===== config.mk =====
export PLATFORM = sky130hd
export DESIGN_NAME = btb_fifo_top
export DESIGN_NICKNAME = d
export VERILOG_FILES = /design/src/rtl/btb_pkg.sv /design/src/rtl/btb_match.sv /design/src/rtl/btb_alloc.sv /design/src/rtl/btb_store.sv /design/src/rtl/btb_fifo_top.sv
export SDC_FILE = /design/constraint.sdc
export NUM_CORES = 1
export LEC_CHECK = 0
export ABC_AREA = 1
export ABC_CLOCK_PERIOD_IN_PS = 9100
export BUFFER_PORTS_ARGS = -buffer_cell sky130_fd_sc_hd__clkbuf_2
export CORE_MARGIN = 5
export CORE_UTILIZATION = 66
export CTS_BUF_LIST = sky130_fd_sc_hd__clkbuf_4 sky130_fd_sc_hd__clkbuf_8 sky130_fd_sc_hd__clkbuf_16
export DETAILED_ROUTE_END_ITERATION = 16
export PLACE_DENSITY = 0.87
export SYNTH_ARGS = -nofsm -noshare
export SYNTH_HDL_FRONTEND = slang
export SYNTH_HIERARCHICAL = 1
export SYNTH_SLANG_ARGS = --single-unit

===== constraint.sdc =====
create_clock -name clk -period 9.1 [get_ports clk]
set_clock_uncertainty 0.2 [all_clocks]
set_input_delay 0.91 -clock clk [delete_from_list [all_inputs] [get_ports clk]]
set_output_delay 0.91 -clock clk [all_outputs]
set_load 0.01 [all_outputs]

===== src/rtl/btb_pkg.sv =====
package btb_pkg;

  // Kind of change applied to the slot array on a clock edge.
  typedef enum logic [1:0] {
    WR_NONE     = 2'd0,
    WR_RETARGET = 2'd1,
    WR_FILL     = 2'd2,
    WR_SHIFT    = 2'd3
  } wr_op_e;

  localparam int unsigned BTB_ENTRIES_DEF = 4;
  localparam int unsigned BTB_PC_W_DEF    = 16;
  localparam int unsigned BTB_TGT_W_DEF   = 16;

endpackage


===== src/rtl/btb_match.sv =====
module btb_match #(
  parameter int unsigned N_ENT = 4,
  parameter int unsigned PC_W  = 16,
  localparam int unsigned IDX_W = $clog2(N_ENT)
) (
  input  logic [PC_W-1:0]             key,
  input  logic [N_ENT-1:0]            vld,
  input  logic [N_ENT-1:0][PC_W-1:0]  tags,
  output logic                        any_match,
  output logic [IDX_W-1:0]            match_idx
);

  logic [N_ENT-1:0] match_vec;

  // One comparator per slot.
  for (genvar g = 0; g < N_ENT; g++) begin : g_cmp
    assign match_vec[g] = vld[g] && (tags[g] == key);
  end

  assign any_match = |match_vec;

  // Ascending scan: the highest matching index wins.
  always_comb begin
    match_idx = '0;
    for (int i = 0; i < N_ENT; i++) begin
      if (match_vec[i]) begin
        match_idx = IDX_W'(i);
      end
    end
  end

endmodule


===== src/rtl/btb_alloc.sv =====
module btb_alloc
  import btb_pkg::*;
#(
  parameter int unsigned N_ENT = 4,
  localparam int unsigned IDX_W = $clog2(N_ENT)
) (
  input  logic             req,
  input  logic             taken,
  input  logic             present,
  input  logic [IDX_W-1:0] present_idx,
  input  logic [N_ENT-1:0] vld,
  output wr_op_e           op,
  output logic [IDX_W-1:0] idx
);

  localparam logic [IDX_W-1:0] LAST_IDX = IDX_W'(N_ENT - 1);

  logic             free_found;
  logic [IDX_W-1:0] free_idx;

  // Descending scan: the lowest free index wins.
  always_comb begin
    free_found = 1'b0;
    free_idx   = '0;
    for (int i = N_ENT - 1; i >= 0; i--) begin
      if (!vld[i]) begin
        free_found = 1'b1;
        free_idx   = IDX_W'(i);
      end
    end
  end

  always_comb begin
    op  = WR_NONE;
    idx = '0;
    if (req && taken) begin
      if (present) begin
        op  = WR_RETARGET;
        idx = present_idx;
      end else if (free_found) begin
        op  = WR_FILL;
        idx = free_idx;
      end else begin
        op  = WR_SHIFT;
        idx = LAST_IDX;
      end
    end
  end

endmodule


===== src/rtl/btb_store.sv =====
module btb_store
  import btb_pkg::*;
#(
  parameter int unsigned N_ENT = 4,
  parameter int unsigned PC_W  = 16,
  parameter int unsigned TGT_W = 16,
  localparam int unsigned IDX_W = $clog2(N_ENT)
) (
  input  logic                        clk,
  input  logic                        rst_n,
  input  wr_op_e                      op,
  input  logic [IDX_W-1:0]            idx,
  input  logic [PC_W-1:0]             wr_tag,
  input  logic [TGT_W-1:0]            wr_tgt,
  output logic [N_ENT-1:0]            vld_q,
  output logic [N_ENT-1:0][PC_W-1:0]  tag_q,
  output logic [N_ENT-1:0][TGT_W-1:0] tgt_q
);

  logic [N_ENT-1:0]            vld_d;
  logic [N_ENT-1:0][PC_W-1:0]  tag_d;
  logic [N_ENT-1:0][TGT_W-1:0] tgt_d;
  logic                        ent_en;

  assign ent_en = (op != WR_NONE);

  // Next-state of the slot array.
  always_comb begin
    vld_d = vld_q;
    tag_d = tag_q;
    tgt_d = tgt_q;
    unique case (op)
      WR_RETARGET: begin
        tgt_d[idx] = wr_tgt;
      end
      WR_FILL: begin
        vld_d[idx] = 1'b1;
        tag_d[idx] = wr_tag;
        tgt_d[idx] = wr_tgt;
      end
      WR_SHIFT: begin
        for (int i = 0; i < N_ENT - 1; i++) begin
          vld_d[i] = vld_q[i+1];
          tag_d[i] = tag_q[i+1];
          tgt_d[i] = tgt_q[i+1];
        end
        vld_d[N_ENT-1] = 1'b1;
        tag_d[N_ENT-1] = wr_tag;
        tgt_d[N_ENT-1] = wr_tgt;
      end
      default: begin
      end
    endcase
  end

  always_ff @(posedge clk or negedge rst_n) begin
    if (!rst_n) begin
      vld_q <= '0;
      tag_q <= '0;
      tgt_q <= '0;
    end else if (ent_en) begin
      vld_q <= vld_d;
      tag_q <= tag_d;
      tgt_q <= tgt_d;
    end
  end

endmodule


===== src/rtl/btb_fifo_top.sv =====
module btb_fifo_top
  import btb_pkg::*;
#(
  parameter int unsigned N_ENT = BTB_ENTRIES_DEF,
  parameter int unsigned PC_W  = BTB_PC_W_DEF,
  parameter int unsigned TGT_W = BTB_TGT_W_DEF
) (
  input  logic             clk,
  input  logic             rst_n,
  input  logic             lk_valid,
  input  logic [PC_W-1:0]  lk_pc,
  output logic             lk_hit,
  output logic [TGT_W-1:0] lk_next_pc,
  output logic [TGT_W-1:0] lk_next_pc_inc,
  input  logic             upd_valid,
  input  logic             upd_taken,
  input  logic [PC_W-1:0]  upd_pc,
  input  logic [TGT_W-1:0] upd_target
);

  localparam int unsigned IDX_W = $clog2(N_ENT);

  // Reset synchronizer: asserts at once, releases on the clock.
  logic [1:0] rst_sync_q;
  logic       rst_int_n;

  always_ff @(posedge clk or negedge rst_n) begin
    if (!rst_n) begin
      rst_sync_q <= 2'b00;
    end else begin
      rst_sync_q <= {rst_sync_q[0], 1'b1};
    end
  end

  assign rst_int_n = rst_sync_q[1];

  logic [N_ENT-1:0]            vld_q;
  logic [N_ENT-1:0][PC_W-1:0]  tag_q;
  logic [N_ENT-1:0][TGT_W-1:0] tgt_q;

  logic             lk_any;
  logic [IDX_W-1:0] lk_idx;
  logic             up_any;
  logic [IDX_W-1:0] up_idx;
  wr_op_e           wr_op;
  logic [IDX_W-1:0] wr_idx;

  // Fetch-side search.
  btb_match #(.N_ENT(N_ENT), .PC_W(PC_W)) u_lk_match (
    .key       (lk_pc),
    .vld       (vld_q),
    .tags      (tag_q),
    .any_match (lk_any),
    .match_idx (lk_idx)
  );

  // Resolve-side search for an existing copy of the branch.
  btb_match #(.N_ENT(N_ENT), .PC_W(PC_W)) u_up_match (
    .key       (upd_pc),
    .vld       (vld_q),
    .tags      (tag_q),
    .any_match (up_any),
    .match_idx (up_idx)
  );

  btb_alloc #(.N_ENT(N_ENT)) u_alloc (
    .req         (upd_valid),
    .taken       (upd_taken),
    .present     (up_any),
    .present_idx (up_idx),
    .vld         (vld_q),
    .op          (wr_op),
    .idx         (wr_idx)
  );

  btb_store #(.N_ENT(N_ENT), .PC_W(PC_W), .TGT_W(TGT_W)) u_store (
    .clk    (clk),
    .rst_n  (rst_int_n),
    .op     (wr_op),
    .idx    (wr_idx),
    .wr_tag (upd_pc),
    .wr_tgt (upd_target),
    .vld_q  (vld_q),
    .tag_q  (tag_q),
    .tgt_q  (tgt_q)
  );

  logic [TGT_W-1:0] sel_tgt;

  assign sel_tgt        = tgt_q[lk_idx];
  assign lk_hit         = lk_valid && lk_any;
  assign lk_next_pc     = lk_hit ? sel_tgt : '0;
  assign lk_next_pc_inc = lk_hit ? (sel_tgt + TGT_W'(1)) : '0;

endmodule


### Word-level counts from Yosys, hierarchy flattened

Cells that the tools add are included.

| word-level totals | value |
|---|---|
| register bits after elaboration | 134 |
| logic and storage cells | 78 |
| input bits | 53 |
| output and inout bits | 33 |

| cells by class | value |
|---|---|
| reduce and logical (&&, ||, !) cells | 19 |
| $lt $le $gt $ge | 3 |
| eq/ne operators | 11 |
| muxes and demuxes | 33 |
| add/sub/neg operators | 1 |
| bitwise logic cells | 1 |

Operators with widths:

| operator | count |
|---|---|
| one-hot mux 64 bit (2 select lines) | 2 |
| bitwise mux 64 bit | 2 |
| equality test 16 bit | 8 |
| two-way mux 16 bit | 4 |
| binary-select mux 16 bit (select 2 bit) | 1 |
| demux 16 bit (select 2 bit) | 1 |
| two-way mux 2 bit | 13 |
| adder 16 x 1 -> 16 bit (second input constant) | 1 |
| logical AND 1 bit | 11 |
| two-way mux 1 bit | 8 |
| one-hot mux 4 bit (2 select lines) | 1 |
| OR reduction 4 bit | 2 |
| less-than comparator 2 x 3 -> 1 bit (second input constant) | 2 |
| nonzero test 2 bit | 3 |
| equality test 2 bit (second input constant) | 2 |
| bitwise OR 4 bit | 1 |
| AND reduction 2 bit | 2 |
| demux 1 bit (select 2 bit) | 1 |
| equality test 2 x 1 -> 1 bit (second input constant) | 1 |
| greater-or-equal comparator 2 x 1 -> 1 bit (second input constant) | 1 |
| OR reduction 2 bit | 1 |

### Longest topological paths before layout

| depth | value |
|---|---|
| depth after elaboration | 13 |
| depth in mapped cells | 24 |
| depth with buffers taken out | 22 |

### Cells and area by module

The synthesis kept the hierarchy.

By module, submodules not included:

| module | area an instance (um^2) | cells an instance | instances |
|---|---|---|---|
| btb_store | 6312.3 | 857 | 1 |
| btb_match | 1136.1 | 272 | 2 |
| btb_fifo_top | 1297.5 | 251 | 1 |
| btb_alloc | 70.1 | 18 | 1 |

### Least setup slack after synthesis

OpenSTA, ideal clock, no wires.

| timing path | value |
|---|---|
| path kind | input -> output |
| from | input lk_pc[14] |
| to | output lk_next_pc_inc[10] |
| arrival time | 2956 ps |
| stages | 20 |
| setup slack | 5034 ps |
| buffers on the path | 3 |
| cell sequence | buf_2 xor2_1 nor3_1 nand3_1 inv_1 nand2_1 nand2_1 buf_6 inv_8 buf_8 nand2_1 nand3_1 nand2_2 ha_1 inv_1 nor2_4 nand2_2 nor2_4 nand3_2 a21boi_1 |

| on the way | value |
|---|---|
| longest elaborated chain between the ends | 9 |

RTL lines:

| item | RTL line | source |
|---|---|---|
| start, declared | btb_fifo_top.sv:11 | `input logic [PC_W-1:0] lk_pc,` |
| equality test 16 bit | btb_match.sv:17 | `assign match_vec[g] = vld[g] && (tags[g] == key);` |
| logical AND 1 bit | btb_match.sv:17 |  |
| two-way mux 1 bit | btb_match.sv:26 | `if (match_vec[i]) begin` |
| two-way mux 2 bit | btb_match.sv:26 |  |
| two-way mux 2 bit * | btb_match.sv:26 |  |
| via lk_idx[0] | btb_fifo_top.sv:42 | `logic [IDX_W-1:0] lk_idx;` |
| binary-select mux 16 bit (select 2 bit) * | btb_fifo_top.sv:90 | `assign sel_tgt = tgt_q[lk_idx];` |
| two-way mux 16 bit (implied by the code) * | btb_fifo_top.sv:90 |  |
| adder 16 x 1 -> 16 bit * | btb_fifo_top.sv:93 | `assign lk_next_pc_inc = lk_hit ? (sel_tgt + TGT_W'(1)) : '0;` |
| two-way mux 16 bit * | btb_fifo_top.sv:93 |  |
| end, declared | btb_fifo_top.sv:14 | `output logic [TGT_W-1:0] lk_next_pc_inc,` |

Mark *: on every way through the listed nets, which the timed path passes. The rest lies on a longest branch. The select of a mux whose other input is x is not followed.

### Worst setup path in the final report

| timing path | value |
|---|---|
| from | input lk_pc[12] |
| to | output lk_next_pc_inc[10] |

The elaborated chain is that of the path after synthesis.

==> impl_metrics.json <==
{
  "max_clock_freq_mhz": 205,
  "power_density_nw_per_um2": 180,
  "via_count": 11300,
  "netlist_instances": 1670,
  "cp.arrival_ps": 3770,
  "synth.distinct_cells": 34,
  "cts_buffers": 17,
  "ioPinCount": 86,
  "drt_pass1_iterations": 7,
  "layout_common_cells": "nand2_1, dfrtp_1, inv_1",
  "core_area_um2": 14600,
  "critPathCaptureType": "output port",
  "avgSynthCellArea_um2": 5.96,
  "grt_pass1_wl_um": 55100,
  "startpoint_type": "input pin",
  "reg2reg_depth": 21,
  "gr-total-overflow": 0,
  "setup_viol": 0,
  "max_slew_margin_pct": 26.2,
  "routabilityCongestion": 1.06,
  "crit_type": "in -> out",
  "cts_hold_buf": 0,
  "slew_viol_final": 0,
  "drt-wirelength-per-cell_um": 18.3,
  "nNetsFinal": 1775,
  "tns_ps": 0,
  "hold_ws_ps": 44.9,
  "p_leak_nw": 6.08,
  "drt_iter0_markers": 1753,
  "dieArea_um2": 17600,
  "clock_path_buffers": 2,
  "finalWorstSetupSlack_ps": 4220,
  "via_per_inst": 5.88,
  "hold_viol_final": 0,
  "critPathMaxFanout": 33,
  "final_common_cell": "nand2_1",
  "min_period_ps": 4880,
  "syn2layout_area_growth_pct": 9.73,
  "portBuffers": 85,
  "antenna_found_initial": 0,
  "cts.sinks": 134,
  "rsz0062_at_grt": "no",
  "row_count": 44,
  "grt_usage_pct": 39.4,
  "post-route-period-util_pct": 53.6,
  "dp.final_hpwl_um": 23500,
  "ys_seq_area_share_pct": 33.7,
  "initial_core_util_pct": 68.0,
  "post-cts-setup-buffer-count": 0,
  "syn_area_um2": 9950,
  "cts-root-buf": "clkbuf_16",
  "hold_class": "in -> async",
  "die_y_um": 133,
  "wirelength_um": 35100,
  "yosysWarnings": 6,
  "r2r_slack_ps": 4890,
  "fp.dieW_um": 133,
  "clkLatencyLatePin_ps": 440,
  "antenna_left": 0,
  "cts_htree_levels": 4,
  "outcome": "complete, no violations",
  "cts.repair.resized": 0,
  "tritoncts": "yes",
  "path_clk_slew_ps": 70,
  "worstPathRequired_ps": 7990,
  "synth-seq-cells": 134,
  "peakVddDrop_mv": 0.181,
  "tightest_slew_ps": 1110,
  "pre_cts_ws_ps": 4320,
  "syn_nets": 1724,
  "grt_pass1_vias": 10200,
  "drc": 0,
  "place_area_um2": 10300,
  "finalInstanceArea_um2": 10900,
  "layout-drive-gt1-share_pct": 13.1,
  "cap_violations": 0,
  "diodes": 0,
  "grt_max_degree": 75
}
synth_stat cells (all sizes together):
library cell  number  share of area (%)
inv              168                6.4
nor2             123                5.3
or2                4               0.25
a21boi             2               0.15
ha                 1               0.13
xor2              21                1.8
buf               50                3.4
clkbuf            12               0.45
nand2            910                 35
nand3            111                6.0
conb               1              0.038
o21ai            101                5.2
dfrtp            134                 34
o211ai             4               0.30
xnor2              4               0.35
nor3               9               0.60
a21oi             14               0.70
a32oi              1              0.088
layer usage:
layer	track usage [%]	routed length, um
met1	56.5	13900
met2	57.9	15200
met3	9.04	4870
met4	15.7	1240
met5	0	0
final timing paths:
check                                   from                 end
min in group clk               rst_sync_q[0]       rst_sync_q[1]
setup / recovery                   lk_pc[12]  lk_next_pc_inc[10]
hold reg to reg                rst_sync_q[0]       rst_sync_q[1]
hold / removal                         rst_n       rst_sync_q[1]
setup reg to reg           u_store/tag_q[13]   u_store/tag_q[27]
max in group asynchronous      rst_sync_q[1]    u_store/vld_q[2]
state kept, by name, indices dropped and copies added (netlist names):
register       cells
u_store/tag_q     64
rst_sync_q         2
u_store/vld_q      4
u_store/tgt_q     64
worst max-delay path, cell delays in order:
cell and delay, ps:
clkbuf_2 170, xor2_1 200, nor3_1 250, nand3_1 130, inv_1 70, nand2_1 50, nand2_1 100, buf_4 400
inv_8 160, nand2_1 90, nand3_1 90, nand2_2 140, ha_1 190, inv_1 70, nor2_4 130, nand2_2 80
nor2_4 180, nand3_2 70, a21boi_1 140, clkbuf_2 150
through the flow:
stage          std cells  power (W)  utilization [%]
2_1_floorplan       1670    0.00105                -
3_3_place_gp        1886    0.00119             70.3
3_5_place_dp        1886    0.00120             70.3
4_1_cts             1918    0.00194             74.6
5_1_grt             1918    0.00205             74.6
6_report            1918    0.00196             74.6
area by class of cell:
type	instances	area, um^2
sequential	134	3360
fill	1245	3720
timing repair buffer	94	493
tap	184	230
clock inverter	15	198
clock buffer	17	425
multi-input combinational	1306	5580
inverter	168	641
power by group:
| group | switching (W) | leakage (nW) | internal [W] |
|---|---|---|---|
| registers | 0.000122 | 1.75 | 0.000679 |
| logic | 0.000280 | 4.02 | 0.000135 |
| clock network | 0.000327 | 0.305 | 0.000422 |
| total | 0.000728 | 6.08 | 0.00124 |
cells by family after synthesis:
| group | synth area share, % |
|---|---|
| compound gates | 6.44 |
| xor+xnor | 2.20 |
| fa+ha+maj | 0.126 |
| buf+inv | 10.3 |
| flops | 33.7 |
| other cells | 0.0377 |
| simple gates | 47.2 |
No activity file was read; power rests on OpenSTA's default activity.
